File: config.mk
export PLATFORM = sky130hd
export DESIGN_NAME = codec_host_bus
export DESIGN_NICKNAME = d
export VERILOG_FILES = /design/src/rtl/codec_bus_pkg.sv /design/src/rtl/cbi_sync.sv /design/src/rtl/cbi_fifo.sv /design/src/rtl/codec_host_bus.sv
export SDC_FILE = /design/constraint.sdc
export NUM_CORES = 1
export LEC_CHECK = 0
export BUFFER_PORTS_ARGS = -buffer_cell sky130_fd_sc_hd__buf_4
export CORE_MARGIN = 3
export CORE_UTILIZATION = 45
export CTS_BUF_LIST = sky130_fd_sc_hd__clkbuf_4
export CTS_CLUSTER_SIZE = 28
export DETAILED_ROUTE_END_ITERATION = 10
export PLACE_DENSITY_LB_ADDON = 0.12
export REMOVE_ABC_BUFFERS = 1
export SLEW_MARGIN = 30
export SYNTH_ARGS = -nofsm -noshare
export SYNTH_HDL_FRONTEND = slang
export SYNTH_HIERARCHICAL = 1
export SYNTH_SLANG_ARGS = --single-unit
File: constraint.sdc
create_clock -name clk -period 6.2 [get_ports clk]
set_input_delay 1.86 -clock clk [delete_from_list [all_inputs] [get_ports clk]]
set_output_delay 1.86 -clock clk [all_outputs]
set_load 0.05 [all_outputs]
File: src/rtl/codec_bus_pkg.sv
`timescale 1ns/1ps
package codec_bus_pkg;
  localparam int DATA_W = 8;
  localparam logic [1:0] ADDR_SCR0  = 2'd0;
  localparam logic [1:0] ADDR_SCR1  = 2'd1;
  localparam logic [1:0] ADDR_STAT  = 2'd2;
  localparam logic [1:0] ADDR_LEVEL = 2'd3;
endpackage

File: src/rtl/cbi_sync.sv
`timescale 1ns/1ps
module cbi_sync #(
  parameter int W = 1,
  parameter logic [W-1:0] RST_VAL = '1
) (
  input  logic         clk,
  input  logic         rst,
  input  logic [W-1:0] d,
  output logic [W-1:0] q
);
  logic [W-1:0] meta;
  always_ff @(posedge clk) begin
    if (rst) begin
      meta <= RST_VAL;
      q    <= RST_VAL;
    end else begin
      meta <= d;
      q    <= meta;
    end
  end
endmodule

File: src/rtl/cbi_fifo.sv
`timescale 1ns/1ps
module cbi_fifo #(
  parameter int W = 8,
  parameter int DEPTH = 16,
  localparam int AW = $clog2(DEPTH),
  localparam int LW = AW + 1
) (
  input  logic          clk,
  input  logic          rst,
  input  logic          push,
  input  logic [W-1:0]  din,
  input  logic          pop,
  output logic [W-1:0]  dout,
  output logic [LW-1:0] level
);
  localparam logic [LW-1:0] FULL_LVL = LW'(DEPTH);
  localparam logic [AW-1:0] LAST_IDX = AW'(DEPTH - 1);

  logic [W-1:0]  mem [DEPTH];
  logic [AW-1:0] wptr, rptr;
  logic          do_push, do_pop;

  assign do_push = push && (level != FULL_LVL);
  assign do_pop  = pop && (level != '0);

  always_ff @(posedge clk) begin
    if (do_push) mem[wptr] <= din;
  end

  always_ff @(posedge clk) begin
    if (rst) begin
      wptr  <= '0;
      rptr  <= '0;
      level <= '0;
      dout  <= '0;
    end else begin
      if (do_push) wptr <= (wptr == LAST_IDX) ? '0 : wptr + 1'b1;
      if (do_pop) begin
        dout <= mem[rptr];
        rptr <= (rptr == LAST_IDX) ? '0 : rptr + 1'b1;
      end
      case ({do_push, do_pop})
        2'b10:   level <= level + 1'b1;
        2'b01:   level <= level - 1'b1;
        default: level <= level;
      endcase
    end
  end


  no_overflow_chk: assert property (@(posedge clk) disable iff (rst) level <= FULL_LVL);

  level_step_chk: assert property (@(posedge clk) disable iff (rst)
    (level == $past(level)) || (level == $past(level) + 1'b1) || (level + 1'b1 == $past(level)));
endmodule

File: src/rtl/codec_host_bus.sv
`timescale 1ns/1ps
module codec_host_bus
  import codec_bus_pkg::*;
#(
  parameter int CAP_DEPTH  = 16,
  parameter int PLAY_DEPTH = 16,
  localparam int CLW = $clog2(CAP_DEPTH) + 1,
  localparam int PLW = $clog2(PLAY_DEPTH) + 1
) (
  input  logic              clk,
  input  logic              rst,
  input  logic              cs_n,
  input  logic              rd_n,
  input  logic              wr_n,
  input  logic [1:0]        reg_addr,
  input  logic              cap_ack_n,
  input  logic              play_ack_n,
  input  logic [DATA_W-1:0] wdata,
  output logic [DATA_W-1:0] rdata,
  output logic              rdata_oe,
  output logic              xcvr_en_n,
  output logic              xcvr_dir,
  output logic              cap_req,
  output logic              play_req,
  input  logic              adc_valid,
  input  logic [DATA_W-1:0] adc_data,
  input  logic              dac_take,
  output logic              dac_valid,
  output logic [DATA_W-1:0] dac_data
);
  logic [6:0] raw_ctl, syn_ctl;
  logic s_cs, s_rd, s_wr, s_cack, s_pack;
  logic [1:0] s_addr;
  logic prev_rd, prev_wr;
  logic rd_fall, wr_fall, dma_sel, reg_sel, any_sel;
  logic cap_pop, play_push, reg_rd, reg_wr;
  logic [CLW-1:0] cap_level;
  logic [PLW-1:0] play_level;
  logic cap_empty, play_empty, play_full;
  logic [DATA_W-1:0] cap_dout, reg_q, reg_mux, scr0_q, scr1_q;
  logic unr_q, ovr_q, sel_dma_q, en_n_q, dir_q, oe_q, dac_valid_q;

  assign raw_ctl = {reg_addr, play_ack_n, cap_ack_n, wr_n, rd_n, cs_n};

  cbi_sync #(.W(7), .RST_VAL(7'h7F)) u_sync (
    .clk(clk), .rst(rst), .d(raw_ctl), .q(syn_ctl)
  );

  assign s_cs   = syn_ctl[0];
  assign s_rd   = syn_ctl[1];
  assign s_wr   = syn_ctl[2];
  assign s_cack = syn_ctl[3];
  assign s_pack = syn_ctl[4];
  assign s_addr = syn_ctl[6:5];

  assign rd_fall   = prev_rd & ~s_rd;
  assign wr_fall   = prev_wr & ~s_wr;
  assign dma_sel   = ~s_cack | ~s_pack;
  assign reg_sel   = ~s_cs & ~dma_sel;
  assign any_sel   = ~s_cs | dma_sel;
  assign cap_pop   = rd_fall & ~s_cack;
  assign play_push = wr_fall & ~s_pack;
  assign reg_rd    = rd_fall & reg_sel;
  assign reg_wr    = wr_fall & reg_sel;

  cbi_fifo #(.W(DATA_W), .DEPTH(CAP_DEPTH)) u_cap_fifo (
    .clk(clk), .rst(rst), .push(adc_valid), .din(adc_data),
    .pop(cap_pop), .dout(cap_dout), .level(cap_level)
  );

  cbi_fifo #(.W(DATA_W), .DEPTH(PLAY_DEPTH)) u_play_fifo (
    .clk(clk), .rst(rst), .push(play_push), .din(wdata),
    .pop(dac_take), .dout(dac_data), .level(play_level)
  );

  assign cap_empty  = (cap_level == '0);
  assign play_empty = (play_level == '0);
  assign play_full  = (play_level == PLW'(PLAY_DEPTH));

  always_comb begin
    case (s_addr)
      ADDR_SCR0: reg_mux = scr0_q;
      ADDR_SCR1: reg_mux = scr1_q;
      ADDR_STAT: reg_mux = {{(DATA_W-2){1'b0}}, ovr_q, unr_q};
      default:   reg_mux = DATA_W'(cap_level);
    endcase
  end

  always_ff @(posedge clk) begin
    if (rst) begin
      prev_rd     <= 1'b1;
      prev_wr     <= 1'b1;
      en_n_q      <= 1'b1;
      dir_q       <= 1'b1;
      oe_q        <= 1'b0;
      reg_q       <= '0;
      sel_dma_q   <= 1'b0;
      scr0_q      <= '0;
      scr1_q      <= '0;
      unr_q       <= 1'b0;
      ovr_q       <= 1'b0;
      dac_valid_q <= 1'b0;
    end else begin
      prev_rd <= s_rd;
      prev_wr <= s_wr;
      en_n_q  <= ~((~s_rd | ~s_wr) & any_sel);
      dir_q   <= ~(~s_rd & any_sel);
      oe_q    <= ~s_rd & any_sel;
      if (reg_rd) begin
        reg_q     <= reg_mux;
        sel_dma_q <= 1'b0;
      end
      if (cap_pop) sel_dma_q <= 1'b1;
      if (reg_wr && s_addr == ADDR_SCR0) scr0_q <= wdata;
      if (reg_wr && s_addr == ADDR_SCR1) scr1_q <= wdata;
      unr_q <= (cap_pop & cap_empty) |
               (unr_q & ~(reg_wr & (s_addr == ADDR_STAT) & wdata[0]));
      ovr_q <= (play_push & play_full) |
               (ovr_q & ~(reg_wr & (s_addr == ADDR_STAT) & wdata[1]));
      dac_valid_q <= dac_take & ~play_empty;
    end
  end

  assign rdata     = sel_dma_q ? cap_dout : reg_q;
  assign rdata_oe  = oe_q;
  assign xcvr_en_n = en_n_q;
  assign xcvr_dir  = dir_q;
  assign cap_req   = ~cap_empty;
  assign play_req  = ~play_full;
  assign dac_valid = dac_valid_q;


  dir_needs_en_chk: assert property (@(posedge clk) disable iff (rst) !xcvr_dir |-> !xcvr_en_n);

  oe_gate_chk: assert property (@(posedge clk) disable iff (rst) rdata_oe |-> (!xcvr_en_n && !xcvr_dir));

  underrun_cause_chk: assert property (@(posedge clk) disable iff (rst) $rose(unr_q) |-> $past(!cap_req));

  overrun_cause_chk: assert property (@(posedge clk) disable iff (rst) $rose(ovr_q) |-> $past(!play_req));

  dma_blocks_reg_chk: assert property (@(posedge clk) disable iff (rst)
    dma_sel |=> ($stable(scr0_q) && $stable(scr1_q)));
endmodule

# Word level (Yosys, flattened, before mapping)
# Memories as Yosys holds them, arrays and structs flattened. A register that Yosys moved wholly into a read port is not among the register bits.
# Index checks and enable logic that the tools add are counted.
[op_classes]
n_mux = 14
n_eq_ne = 13
reduce_logical = 14
bitwise_logic = 35
n_addsub = 8
[op_table]
columns = ["op", "n"]
rows = [
  ["8-bit one-hot mux with 3 select lines", 1],
  ["5-bit one-hot mux with 2 select lines", 2],
  ["1-bit bitwise AND", 17],
  ["4-bit by 1-bit adder with 4-bit output (second input constant)", 4],
  ["4-bit equality test (second input constant)", 4],
  ["4-bit 2-to-1 mux", 4],
  ["1-bit inverter", 13],
  ["5-bit by 1-bit adder with 5-bit output (second input constant)", 2],
  ["5-bit zero test", 2],
  ["5-bit != test (second input constant)", 2],
  ["5-bit nonzero test", 2],
  ["5-bit by 1-bit subtractor with 5-bit output (second input constant)", 2],
  ["8-bit 2-to-1 mux", 1],
  ["2-bit by 1-bit equality test with 1-bit output (second input constant)", 3],
  ["2-bit equality test (second input constant)", 3],
  ["1-bit logical AND", 6],
  ["1-bit 2-to-1 mux", 6],
  ["2-bit nonzero test", 3],
  ["5-bit equality test (second input constant)", 1],
  ["1-bit OR", 5],
  ["2-bit zero test", 1],
]
[totals]
elab_cells = 106
ramBits = 256
n_memories = 2
ff_bits = 73
[mem_list]
columns = ["memory", "depth", "width", "rd", "rd_clocked_by_memory_dff", "wr", "line", "rtl"]
rows = [
  ["u_cap_fifo.mem", 16, 8, 1, 1, 1, "cbi_fifo.sv:19", "logic [W-1:0] mem [DEPTH];"],
  ["u_play_fifo.mem", 16, 8, 1, 1, 1, "cbi_fifo.sv:19", ""],
]

# Longest topological paths before layout
# Gate-level depths: netlist (run 1).
[logic_depth]
ltp_word = 10
mapped_depth = 11
depth_no_buf = 11

# By module
# Netlist (run 1), hierarchy kept.
[by_module_without_submodules]
columns = ["module", "area_per_inst_um2", "seq_area_each_um2", "instances", "cells_per_inst"]
rows = [
  ["cbi_fifo", 5968.2, 4264.1, 2, 321],
  ["codec_host_bus", 1591.5, 660.6, 1, 175],
  ["cbi_sync", 379.1, 280.3, 1, 29],
]

# Worst setup path after synthesis (run 1)
# No wires, ideal clock.
[synth_path]
path_type = "input-to-reg"
start = "input port adc_valid"
end = "register u_cap_fifo.level[4]"
stages = 9
path_slack_ns = 2.418
arrival_ns = 3.661
path_buffers = 1
required_time_ns = 6.079
cell_sequence = "o21a_1 buf_6 inv_1 ha_1 fa_1 a21o_1 a21oi_1 mux2i_1 mux2_2"
[synth_via]
elab_chain_cells = 3
word_cells_on_any_way = 5
classes_between = "eq/ne: 2; mux: 1; reduce/logical: 2"
[synth_rtl]
columns = ["item", "line", "rtl"]
rows = [
  ["from (decl)", "codec_host_bus.sv:25", "input logic adc_valid,"],
  ["1-bit logical AND *", "cbi_fifo.sv:23", "assign do_push = push && (level != FULL_LVL);"],
  ["2-bit by 1-bit equality test with 1-bit output or 2-bit equality test (tied branches)", "cbi_fifo.sv:42", "case ({do_push, do_pop})"],
  ["5-bit one-hot mux with 2 select lines or 2-bit nonzero test (tied branches)", "n/a", ""],
  ["to (signal assigned)", "cbi_fifo.sv:43", "2'b10: level <= level + 1'b1;"],
  ["to (signal assigned)", "cbi_fifo.sv:44", "2'b01: level <= level - 1'b1;"],
  ["to (signal assigned)", "cbi_fifo.sv:45", "default: level <= level;"],
  ["to (decl)", "cbi_fifo.sv:14", "output logic [LW-1:0] level"],
]
# Every way passes the cells marked *; elsewhere a longest branch is shown, timed or not.
# A chain may end at the register's enable or synchronous reset.

# Worst setup path in the final report (run 1)
[layout_path]
start = "register u_play_fifo.level[1]"
end = "output port play_req"
[layout_via]
elab_chain_cells = 2
[layout_rtl]
columns = ["item", "line", "rtl"]
rows = [
  ["from (decl)", "cbi_fifo.sv:14", ""],
  ["from (signal assigned)", "cbi_fifo.sv:43", ""],
  ["from (signal assigned)", "cbi_fifo.sv:44", ""],
  ["from (signal assigned)", "cbi_fifo.sv:45", ""],
  ["5-bit equality test", "codec_host_bus.sv:78", "assign play_full = (play_level == PLW'(PLAY_DEPTH));"],
  ["1-bit inverter", "codec_host_bus.sv:129", "assign play_req = ~play_full;"],
  ["to (decl)", "codec_host_bus.sv:24", "output logic play_req,"],
]
# Every way passes these cells.

==> results by group, run 1 <==
Global route
  – Total grt overflow: 0
  – Overall Global Routing Usage: 17.94%
  – Largest net degree at the start of global routing: 94
  – Number of global-route vias before repair: 8,095
  – First-pass GRT wire length: 45,680 um
  – Initial antenna violation count: 1

Clock tree
  – Clock root buffer: clkbuf_4
  – Clock Tree Buf Depth: 3
  – Clk slew on worst S/H paths: 0.07 ns
  – PostCTS Resize Cnt: 0
  – Htree depth: 3
  – Setup repair bufs after CTS: 0
  – Worst-Skew Late Latency: 0.69 ns
  – Hold-fix buffers, CTS: 0
  – Clock sink count: 345
  – TritonCTS Buffers: 88
  – TritonCTS clock tree: yes

Die
  – Die height: 181.8 um
  – Placeable Area: 30,030 um^2
  – Starting density of the core: 46.31%
  – DIE WIDTH: 181.8 um
  – I/O pins: 49
  – Row count: 63
  – Die ar.: 33,050 um^2

Synthesis
  – Post-synth EDFFs: 256
  – Post-synth top area share: 55.28%
  – Sequential area share after synthesis: 68.09%
  – Primary FF master, synth: edfxtp_1
  – Seq cells post-synth: 345
  – Count of cell types in the netlist: 58
  – Top post-synthesis cells by count: edfxtp_1, dfxtp_1, mux4_2, nor2_1, mux2i_1
  – Synthesized area: 13,910 um^2
  – Post-Syn Instances: 846
  – Synth top area cells: edfxtp_1, dfxtp_1, mux4_2
  – Asr flop ratio synth: 0%
  – Synth Warn #: 6
  – Dominant cell by count in the synthesized netlist: edfxtp_1
  – Post-synth top area cell: edfxtp_1
  – Mean post-synth cell area: 16.44 um^2

Flow run
  – # Max-Cap Violations: 0

Power
  – PD cells: 291.7 nW/um^2
  – Worst ir drop on vdd: 0.0001874 V
  – Leak: 0.005282 uW

Final layout
  – Area Overhead vs Synth: 13.29%
  – Area of the multi-input gates: 4134 um^2
  – Final core occ: 52.46%
  – Storage cell area: 9473 um^2
  – Layout Cells excl Fill: 1,403
  – Fillers: 2,513
  – Non-Filler Cell Area, Final: 15,760 um^2
  – Share of cells above drive strength 1: 29.05%
  – Layout Nets: 989

Setup path
  – Critical Path Start: u_play_fifo/level[1]$_SDFFE_PP0P_
  – R2r startpoint: u_play_fifo/level[0]$_SDFFE_PP0P_
  – Reg2reg end: u_play_fifo/level[4]$_SDFFE_PP0P_
  – Reg2reg setup slack: 2.63 ns
  – CP Capture Point: play_req
  – Crit path max fanout: 5
  – R2R depth: 9
  – Startpoint Class: register
  – WP data arrival: 1.93 ns
  – CP required: 4.34 ns
  – Critical Path End Type: primary output
  – WS Path Type: register to primary output

Detailed routing
  – Wire length per cell: 20.97 um
  – Routed Wire Length: 29,420 um
  – Drt pass-1 iters: 5
  – Post-DRT Antenna Nets: 0
  – Via count: 7,767
  – Number of DRC markers in iteration 0: 485
  – Remaining DRCs: 0
  – Drt via density: 5.536

Placed design
  – Port Buffers: 48
  – Placed insts: 1,241
  – RD Place Congestion: 0.7753
  – Post-DP HPWL: 18,410 um
  – Placed Area: 14,580 um^2

STA
  – Rel. slew slack: 38.28%
  – Clock Skew: 0.04565 ns
  – Tmin final: 3.794 ns
  – Setup TNS: 0 ns
  – Unrepaired setup endpoints after global routing: false
  – Max Clock Freq: 0.2636 GHz
  – Tcrit/Tclk final: 61.20%
  – Slew @ Worst Pin: 0.9224 ns
  – Setup Viol. Count Final: 0
  – Hold Fails Final Rpt: 0
  – Slew Viols, Final: 0

Run status
  – Status: finished clean

Min path
  – Hold WC Path Type: register to register
  – Hold path startpoint: u_sync/meta[4]$_SDFF_PP1_
layer usage:
layer	vias to the layer above	GRT usage, %	part of all wire, %
met4	0	7.526	3.0
met3	67	3.466	4.9
met5	-	0	0
met2	222	30.32	51
met1	3903	22.75	41
li1	3575	-	-
where the power goes:
| group | internal [uW] | leakage, uW | switching (uW) |
|---|---|---|---|
| combinational | 47.6 | 0.00157 | 90.9 |
| clock | 1060 | 0.000680 | 886 |
| sequential | 2500 | 0.00303 | 16.9 |
| total | 3600 | 0.00528 | 993 |
state kept, by name, summed over array words and instances (netlist names), 4 cells and up:
signal / flops
u_sync/meta: 7
u_sync/q: 7
u_play_fifo/dout: 8
u_play_fifo/wptr: 4
u_cap_fifo/rptr: 4
scr0_q: 8
u_cap_fifo/dout: 8
u_play_fifo/rptr: 4
u_cap_fifo/mem: 128
u_cap_fifo/level: 5
u_play_fifo/mem: 128
reg_q: 8
u_cap_fifo/wptr: 4
scr1_q: 8
u_play_fifo/level: 5
placed cells by master (no fill, tap or decap), types with 3 or more instances in the layout:
master / n
a211oi_1: 3
a21o_1: 4
a21oi_1: 39
a31oi_1: 4
buf_4: 57
clkbuf_4: 132
clkinv_1: 20
clkinvlp_4: 3
dfxtp_1: 86
dfxtp_2: 3
edfxtp_1: 256
ha_1: 18
inv_1: 14
mux2_2: 10
mux2i_1: 46
mux4_2: 64
nand2_1: 22
nand2b_1: 7
nand3_1: 22
nand3b_1: 19
nor2_1: 49
nor2b_1: 3
nor3_1: 9
nor3_2: 6
o21a_1: 5
o21ai_0: 14
o21ai_1: 8
o221ai_1: 16
o31ai_1: 3
or2_1: 14
or4_1: 3
xor2_1: 8
cell type report:
class | instances | share of cell area [%]
sequential | 345 | 60.13
timing repair buffer | 58 | 2.787
clock inverter | 28 | 1.112
multi-input combinational | 435 | 26.24
clock buffer | 132 | 6.290
inverter | 14 | 0.3335
tap | 390 | 3.097
antenna | 1 | 0.01588
how the worst min path moves through the flow:
stage / endpoint / depth (start not counted)
after floorplan: u_sync/q[0]$_SDFF_PP1_ / 1
after global placement: u_sync/q[4]$_SDFF_PP1_ / 1
after detailed placement: u_sync/q[4]$_SDFF_PP1_ / 1
after CTS: u_sync/q[4]$_SDFF_PP1_ / 1
after global routing: u_sync/q[4]$_SDFF_PP1_ / 1
final: u_sync/q[4]$_SDFF_PP1_ / 1
critical path, cell delays in order (launching register included):
cell and delay (ns):
dfxtp_1 0.38, nor4_1 0.55, nand2_1 0.11, buf_4 0.21
per-stage QoR:
step | hold slack [ns] | setup slack, ns | total power, uW
after detailed placement | 0.3899 | 1.946 | 2702
after floorplan | 0.3832 | 2.358 | 2623
final | 0.4032 | 2.406 | 4596
after global placement | 0.3894 | 2.012 | 2695
after global routing | 0.4190 | 2.215 | 4804
after CTS | 0.4042 | 2.334 | 4666
cells by family (layout without fill, tap and decap cells):
kind of cell	Yosys count	count (layout)	synth area share, %
XOR/XNOR	10	10	0.6298
buffers and inverters	66	232	2.375
AND/OR/NAND/NOR	174	174	6.964
adder cells (fa/ha/maj)	20	20	1.907
flip-flops	345	345	68.09
AO/OA/AOI/OAI	109	109	5.173
multiplexers	122	122	14.86
other	0	1	0
Note: power is estimated with default switching activity, not from simulation.
==> run 2: changes to the inputs <==
--- a/config.mk
+++ b/config.mk
@@ -5,6 +5,7 @@
 export SDC_FILE = /design/constraint.sdc
 export NUM_CORES = 1
 export LEC_CHECK = 0
+export ABC_AREA = 1
 export BUFFER_PORTS_ARGS = -buffer_cell sky130_fd_sc_hd__buf_4
 export CORE_MARGIN = 3
 export CORE_UTILIZATION = 45
==> constraint.sdc (replaced) <==
create_clock -name clk -period 3.3 [get_ports clk]
set_input_delay 0.99 -clock clk [delete_from_list [all_inputs] [get_ports clk]]
set_output_delay 0.99 -clock clk [all_outputs]
set_load 0.05 [all_outputs]
==> results by group, run 2 <==
Clock tree
  – Htree depth: 3
  – Hold-fix buffers, CTS: 0
  – TritonCTS Buffers: 92
  – Clk slew on worst S/H paths: 0.06 ns
  – PostCTS Resize Cnt: 0
  – Worst-Skew Late Latency: 0.75 ns
  – Clock sink count: 345
  – Clock root buffer: clkbuf_4
  – TritonCTS clock tree: yes
  – Setup repair bufs after CTS: 0
  – Clock Tree Buf Depth: 3

Die
  – Starting density of the core: 46.33%
  – Die height: 187.6 um
  – Placeable Area: 32,040 um^2
  – I/O pins: 49
  – Die ar.: 35,200 um^2
  – DIE WIDTH: 187.6 um
  – Row count: 65

Final layout
  – Final core occ: 52.62%
  – Top Registers: u_cap_fifo/mem x128, u_play_fifo/mem x128
  – Area Overhead vs Synth: 13.58%
  – Layout Nets: 1,702
  – Most frequent cells in the layout: nand2_1, edfxtp_1, inv_1, nand3_1, clkbuf_4
  – Commonest non-fill, non-tap cell in the layout: nand2_1
  – Share of cells above drive strength 1: 14.00%

Synthesis
  – Post-synth EDFFs: 256
  – Asr flop ratio synth: 0%
  – Seq cells post-synth: 345
  – Top post-synthesis cells by count: nand2_1, edfxtp_1, inv_1, nand3_1, nor2_1
  – Post-synth top area share: 51.79%
  – Synthesized area: 14,840 um^2
  – Synth top area cells: edfxtp_1, dfxtp_1, nand2_1
  – Primary FF master, synth: edfxtp_1
  – Sequential area share after synthesis: 63.79%
  – Dominant cell by count in the synthesized netlist: nand2_1
  – Post-Syn Instances: 1,552
  – Post-synth top area cell: edfxtp_1
  – Mean post-synth cell area: 9.565 um^2
  – Synth Warn #: 6
  – Count of cell types in the netlist: 30

Placed design
  – Port Buffers: 48
  – Dpl ws: 0.6781 ns
  – Post-DP HPWL: 21,920 um
  – RD Place Congestion: 0.8441

Power
  – Leak: 0.007200 uW
  – Worst ir drop on vdd: 0.0003119 V
  – PD cells: 628.0 nW/um^2

Global route
  – Overall Global Routing Usage: 20.35%
  – Number of global-route vias before repair: 10,700
  – First-pass GRT wire length: 56,920 um
  – Initial antenna violation count: 1
  – Total grt overflow: 0
  – Largest net degree at the start of global routing: 68

Detailed routing
  – Routed Wire Length: 35,420 um
  – Drt pass-1 iters: 6
  – Post-DRT Antenna Nets: 0
  – Drt via density: 4.958
  – Via count: 10,730
  – Wire length per cell: 16.36 um
  – Remaining DRCs: 0
  – Number of DRC markers in iteration 0: 796

Setup path
  – WP depth: 2
  – CP top delay family: flip-flops
  – WP buf/inv: 1
  – Max stage delay cell, worst path: dfxtp_1
  – Critical Path End Type: primary output
  – Reg2reg setup slack: 0.90 ns
  – Crit path max fanout: 12
  – Max incr delay on CP: 0.57 ns
  – Startpoint Class: register
  – WS Path Type: register to primary output
  – R2R depth: 5
  – Critical Path, Cell by Cell: mux2_2 > buf_4
  – WP data arrival: 1.93 ns
  – CP required: 2.31 ns

STA
  – Slew @ Worst Pin: 0.9081 ns
  – Tmin final: 2.918 ns
  – Setup TNS: 0 ns
  – Slew Viols, Final: 0
  – Setup Viol. Count Final: 0
  – Unrepaired setup endpoints after global routing: false
  – Rel. slew slack: 39.37%
  – Slack of the critical path: 0.3820 ns
  – Max Clock Freq: 0.3427 GHz
  – Hold Fails Final Rpt: 0
  – Hold_ws: 0.4031 ns
  – Tcrit/Tclk final: 88.42%
  – Clock Skew: 0.04955 ns

Min path
  – Hold WC Path Type: register to register
  – Hold path depth: 2

Flow run
  – # Max-Cap Violations: 0

Run status
  – Status: finished clean
[run 2: logic make-up (layout without fill, tap and decap cells)]
family | after synthesis | in the layout | share of synthesized area [%]
muxes | 5 | 5 | 0.3793
AOI/OAI and AO/OA | 107 | 107 | 3.709
adders and majority gates | 20 | 20 | 1.787
and+or+nand+nor | 772 | 772 | 21.88
buffers and inverters | 297 | 474 | 8.100
xor gates and xnor gates | 6 | 6 | 0.3540
DFF | 345 | 345 | 63.79
other | 0 | 1 | 0
[run 2: cell type report]
type                    instances  area [um^2]
fillers                      3037        15180
repair buffers                 68        510.5
diodes                          1        2.502
well taps                     435        544.3
clock buffers                 145         1089
clock inverters                23        176.4
flip-flops and latches        345         9472
inverters                     238        893.4
multi-input cells             910         4173
[run 2: final timing paths]
check	startpoint	to
worst max-delay path	sel_dma_q$_SDFFE_PP0P_	rdata[4]
worst min register to register	u_sync/meta[5]$_SDFF_PP1_	u_sync/q[5]$_SDFF_PP1_
worst max register to register	u_sync/q[2]$_SDFF_PP1_	u_play_fifo/mem[7][2]$_DFFE_PP_
worst min-delay path	u_sync/meta[5]$_SDFF_PP1_	u_sync/q[5]$_SDFF_PP1_
[run 2: through the flow]
stage | total power, uW | cells | area (um^2)
after floorplan | 6086 | 1493 | 14540
after detailed placement | 6715 | 1996 | 15590
after CTS | 10740 | 2164 | 16860
final | 10590 | 2165 | 16860
after global routing | 11190 | 2165 | 16860
after global placement | 6707 | 1996 | 15590
[run 2: worst reg2reg max path, cell delays in order (launching register included)]
cell	delay, ns
dfxtp_1	0.34
nor3_1	0.36
nand2_1	0.26
inv_1	0.22
nand2_1	0.19
nor2_1	0.63
[run 2: metal layers]
layer	up-vias	GRT usage (%)	wire length, um
met2	240	32.88	16950
met4	0	10.13	1307
met3	85	4.431	1509
li1	5326	-	-
met1	5082	26.01	15650
met5	-	0	0
[run 2: power by group]
part           switching [uW]  total (uW)  internal (uW)
sequential               93.2        4870           4780
combinational            1250        1760            507
clock                    1740        3960           2230
==> run 3: changes to the inputs <==
--- a/config.mk
+++ b/config.mk
@@ -7,13 +7,16 @@
 export LEC_CHECK = 0
 export ABC_AREA = 1
 export BUFFER_PORTS_ARGS = -buffer_cell sky130_fd_sc_hd__buf_4
+export CAP_MARGIN = 20
 export CORE_MARGIN = 3
 export CORE_UTILIZATION = 45
 export CTS_BUF_LIST = sky130_fd_sc_hd__clkbuf_4
 export CTS_CLUSTER_SIZE = 28
 export DETAILED_ROUTE_END_ITERATION = 10
 export PLACE_DENSITY_LB_ADDON = 0.12
+export RECOVER_POWER = 50
 export REMOVE_ABC_BUFFERS = 1
+export SETUP_SLACK_MARGIN = 0.3
 export SLEW_MARGIN = 30
 export SYNTH_ARGS = -nofsm -noshare
 export SYNTH_HDL_FRONTEND = slang
==> results by group, run 3 (same netlist as run 2, synthesis figures left out) <==
Clock tree
  – Hold-fix buffers, CTS: 0
  – Clock Tree Buf Depth: 3
  – Worst-Skew Late Latency: 0.74 ns
  – Clock sink count: 345
  – Clock root buffer: clkbuf_4
  – TritonCTS clock tree: yes
  – Clk slew on worst S/H paths: 0.06 ns
  – TritonCTS Buffers: 92
  – Setup repair bufs after CTS: 0
  – Htree depth: 3

Placed design
  – RD Place Congestion: 0.8441
  – Port Buffers: 48
  – Placed insts: 1,996
  – Post-DP HPWL: 21,920 um
  – Dpl ws: 0.6781 ns

Final layout
  – Area Overhead vs Synth: 12.95%
  – Fillers: 3,051
  – Commonest non-fill, non-tap cell in the layout: nand2_1
  – Layout Nets: 1,702
  – Most frequent cells in the layout: nand2_1, edfxtp_1, inv_1, nand3_1, clkbuf_4
  – Top Registers: u_cap_fifo/mem x128, u_play_fifo/mem x128
  – Share of cells above drive strength 1: 12.61%
  – Final core occ: 52.32%
  – Layout Cells excl Fill: 2,165

Run status
  – Status: finished clean

STA
  – Setup Viol. Count Final: 0
  – Slew @ Worst Pin: 1.480 ns
  – Rel. slew slack: 1.314%
  – Unrepaired setup endpoints after global routing: false
  – Tmin final: 2.770 ns
  – Max Clock Freq: 0.3610 GHz
  – Slew Viols, Final: 0
  – Slack of the critical path: 0.5298 ns
  – Clock Skew: 0.04590 ns
  – Tcrit/Tclk final: 83.94%
  – Setup TNS: 0 ns
  – Hold Fails Final Rpt: 0

Setup path
  – WS Path Type: register to primary output
  – WP data arrival: 1.78 ns
  – R2r startpoint: u_sync/q[2]$_SDFF_PP1_
  – Crit path max fanout: 12
  – R2R depth: 5
  – CP Capture Point: rdata[7]
  – Critical Path End Type: primary output
  – CP required: 2.31 ns
  – Reg2reg end: u_play_fifo/mem[7][2]$_DFFE_PP_
  – Startpoint Class: register
  – Critical Path Start: sel_dma_q$_SDFFE_PP0P_
  – Reg2reg setup slack: 0.90 ns

Global route
  – Met3 Use GR: 4.431%
  – Number of global-route vias before repair: 10,700
  – Total grt overflow: 0
  – Largest net degree at the start of global routing: 68
  – M1 GR Usage: 26.01%
  – Overall Global Routing Usage: 20.35%
  – M2 GR Usage: 32.88%
  – Grt peak-use layer: met2
  – First-pass GRT wire length: 56,920 um
  – Initial antenna violation count: 1

Detailed routing
  – Drt via density: 4.945
  – Number of DRC markers in iteration 0: 744
  – Via count: 10,710
  – Drt pass-1 iters: 5
  – Post-DRT Antenna Nets: 0
  – Remaining DRCs: 0
  – Wire length per cell: 16.38 um
  – Routed Wire Length: 35,460 um

Flow run
  – # Max-Cap Violations: 0

Power
  – Logic pwr share: 16.6%
  – Clock network fraction of design power: 37.4%
  – Reg power frac: 46.0%
  – Worst ir drop on vdd: 0.0003127 V
  – Switching part of the total power: 29.04%
  – PD cells: 631.0 nW/um^2
  – P_int: 7507 uW
  – Tot Pwr: 10,580 uW
  – Switching power: 3073 uW
  – Leak: 0.007130 uW

Die
  – Die height: 187.6 um
  – DIE WIDTH: 187.6 um
  – Placeable Area: 32,040 um^2
  – Starting density of the core: 46.33%
  – I/O pins: 49
  – Row count: 65
  – Die ar.: 35,200 um^2

Min path
  – Hold WC Path Type: register to register
==> run 3: changes by cell type in the layout (fill, tap and decap cells not counted) <==
cell,previous run,this run
inv_1,226,227
nand3_1,210,211
nor2_2,1,0
clkbuf_2,0,2
nor2_4,2,1
buf_4,68,47
nand2_2,1,0
nand3_2,2,1
clkbuf_1,0,19
nand2_1,429,430
inv_2,6,5
nor2_1,104,106
==> run 3: repair_timing <==
action	in CTS	in global routing
endpoints found under the hold margin	0	0
resized for setup	0	1
endpoints found under the setup margin	0	5
==> run 3: worst min path at each step <==
| stage | start | slack, ns | depth (start not counted) | end |
|---|---|---|---|---|
| 4_1_cts | wr_n | 0.35 | 3 | u_sync/meta[2]$_SDFF_PP1_ |
| 6_report | u_sync/meta[5]$_SDFF_PP1_ | 0.40 | 2 | u_sync/q[5]$_SDFF_PP1_ |
| 5_1_grt | reg_addr[1] | 0.36 | 3 | u_sync/meta[6]$_SDFF_PP1_ |
| 2_1_floorplan | u_sync/meta[5]$_SDFF_PP1_ | 0.38 | 2 | u_sync/q[5]$_SDFF_PP1_ |
| 3_5_place_dp | u_sync/meta[0]$_SDFF_PP1_ | 0.39 | 2 | u_sync/q[0]$_SDFF_PP1_ |
| 3_3_place_gp | u_sync/meta[5]$_SDFF_PP1_ | 0.39 | 2 | u_sync/q[5]$_SDFF_PP1_ |
==> run 3: area by class of cell <==
class | count | area [um^2] | area share (%)
Tap cell | 435 | 544.3 | 3.246
Clock buffer | 145 | 1089 | 6.493
Multi-Input combinational cell | 910 | 4155 | 24.78
Inverter | 238 | 893.4 | 5.328
Antenna cell | 1 | 2.502 | 0.01493
Timing Repair Buffer | 68 | 434.2 | 2.590
Clock inverter | 23 | 176.4 | 1.052
Sequential cell | 345 | 9472 | 56.49
==> run 3: metal layers <==
metal  part of all wire (%)  up-vias
met5                      0        -
met4                    3.8        0
met3                    4.6       87
met2                     47      274
met1                     44     5013
li1                       -     5331
==> run 3: per-stage QoR <==
| stage | hold slack [ns] | instance area (um^2) |
|---|---|---|
| 2_1_floorplan | 0.3795 | 14540 |
| 3_3_place_gp | 0.3910 | 15590 |
| 3_5_place_dp | 0.3937 | 15590 |
| 4_1_cts | 0.3469 | 16860 |
| 5_1_grt | 0.3618 | 16770 |
| 6_report | 0.4028 | 16770 |
==> run 3: power by group through the flow <==
stage	Combinational (uW)	Clock, uW	Sequential [uW]
2_1_floorplan	896	0	5190
3_3_place_gp	1750	0	4960
3_5_place_dp	1760	0	4960
4_1_cts	1760	4110	4870
5_1_grt	1970	4340	4880
6_report	1750	3960	4870
==> run 3: critical path: stages, from the launching register on <==
cell     delay, ns
dfxtp_2       0.46
mux2_2        0.39
buf_4         0.20
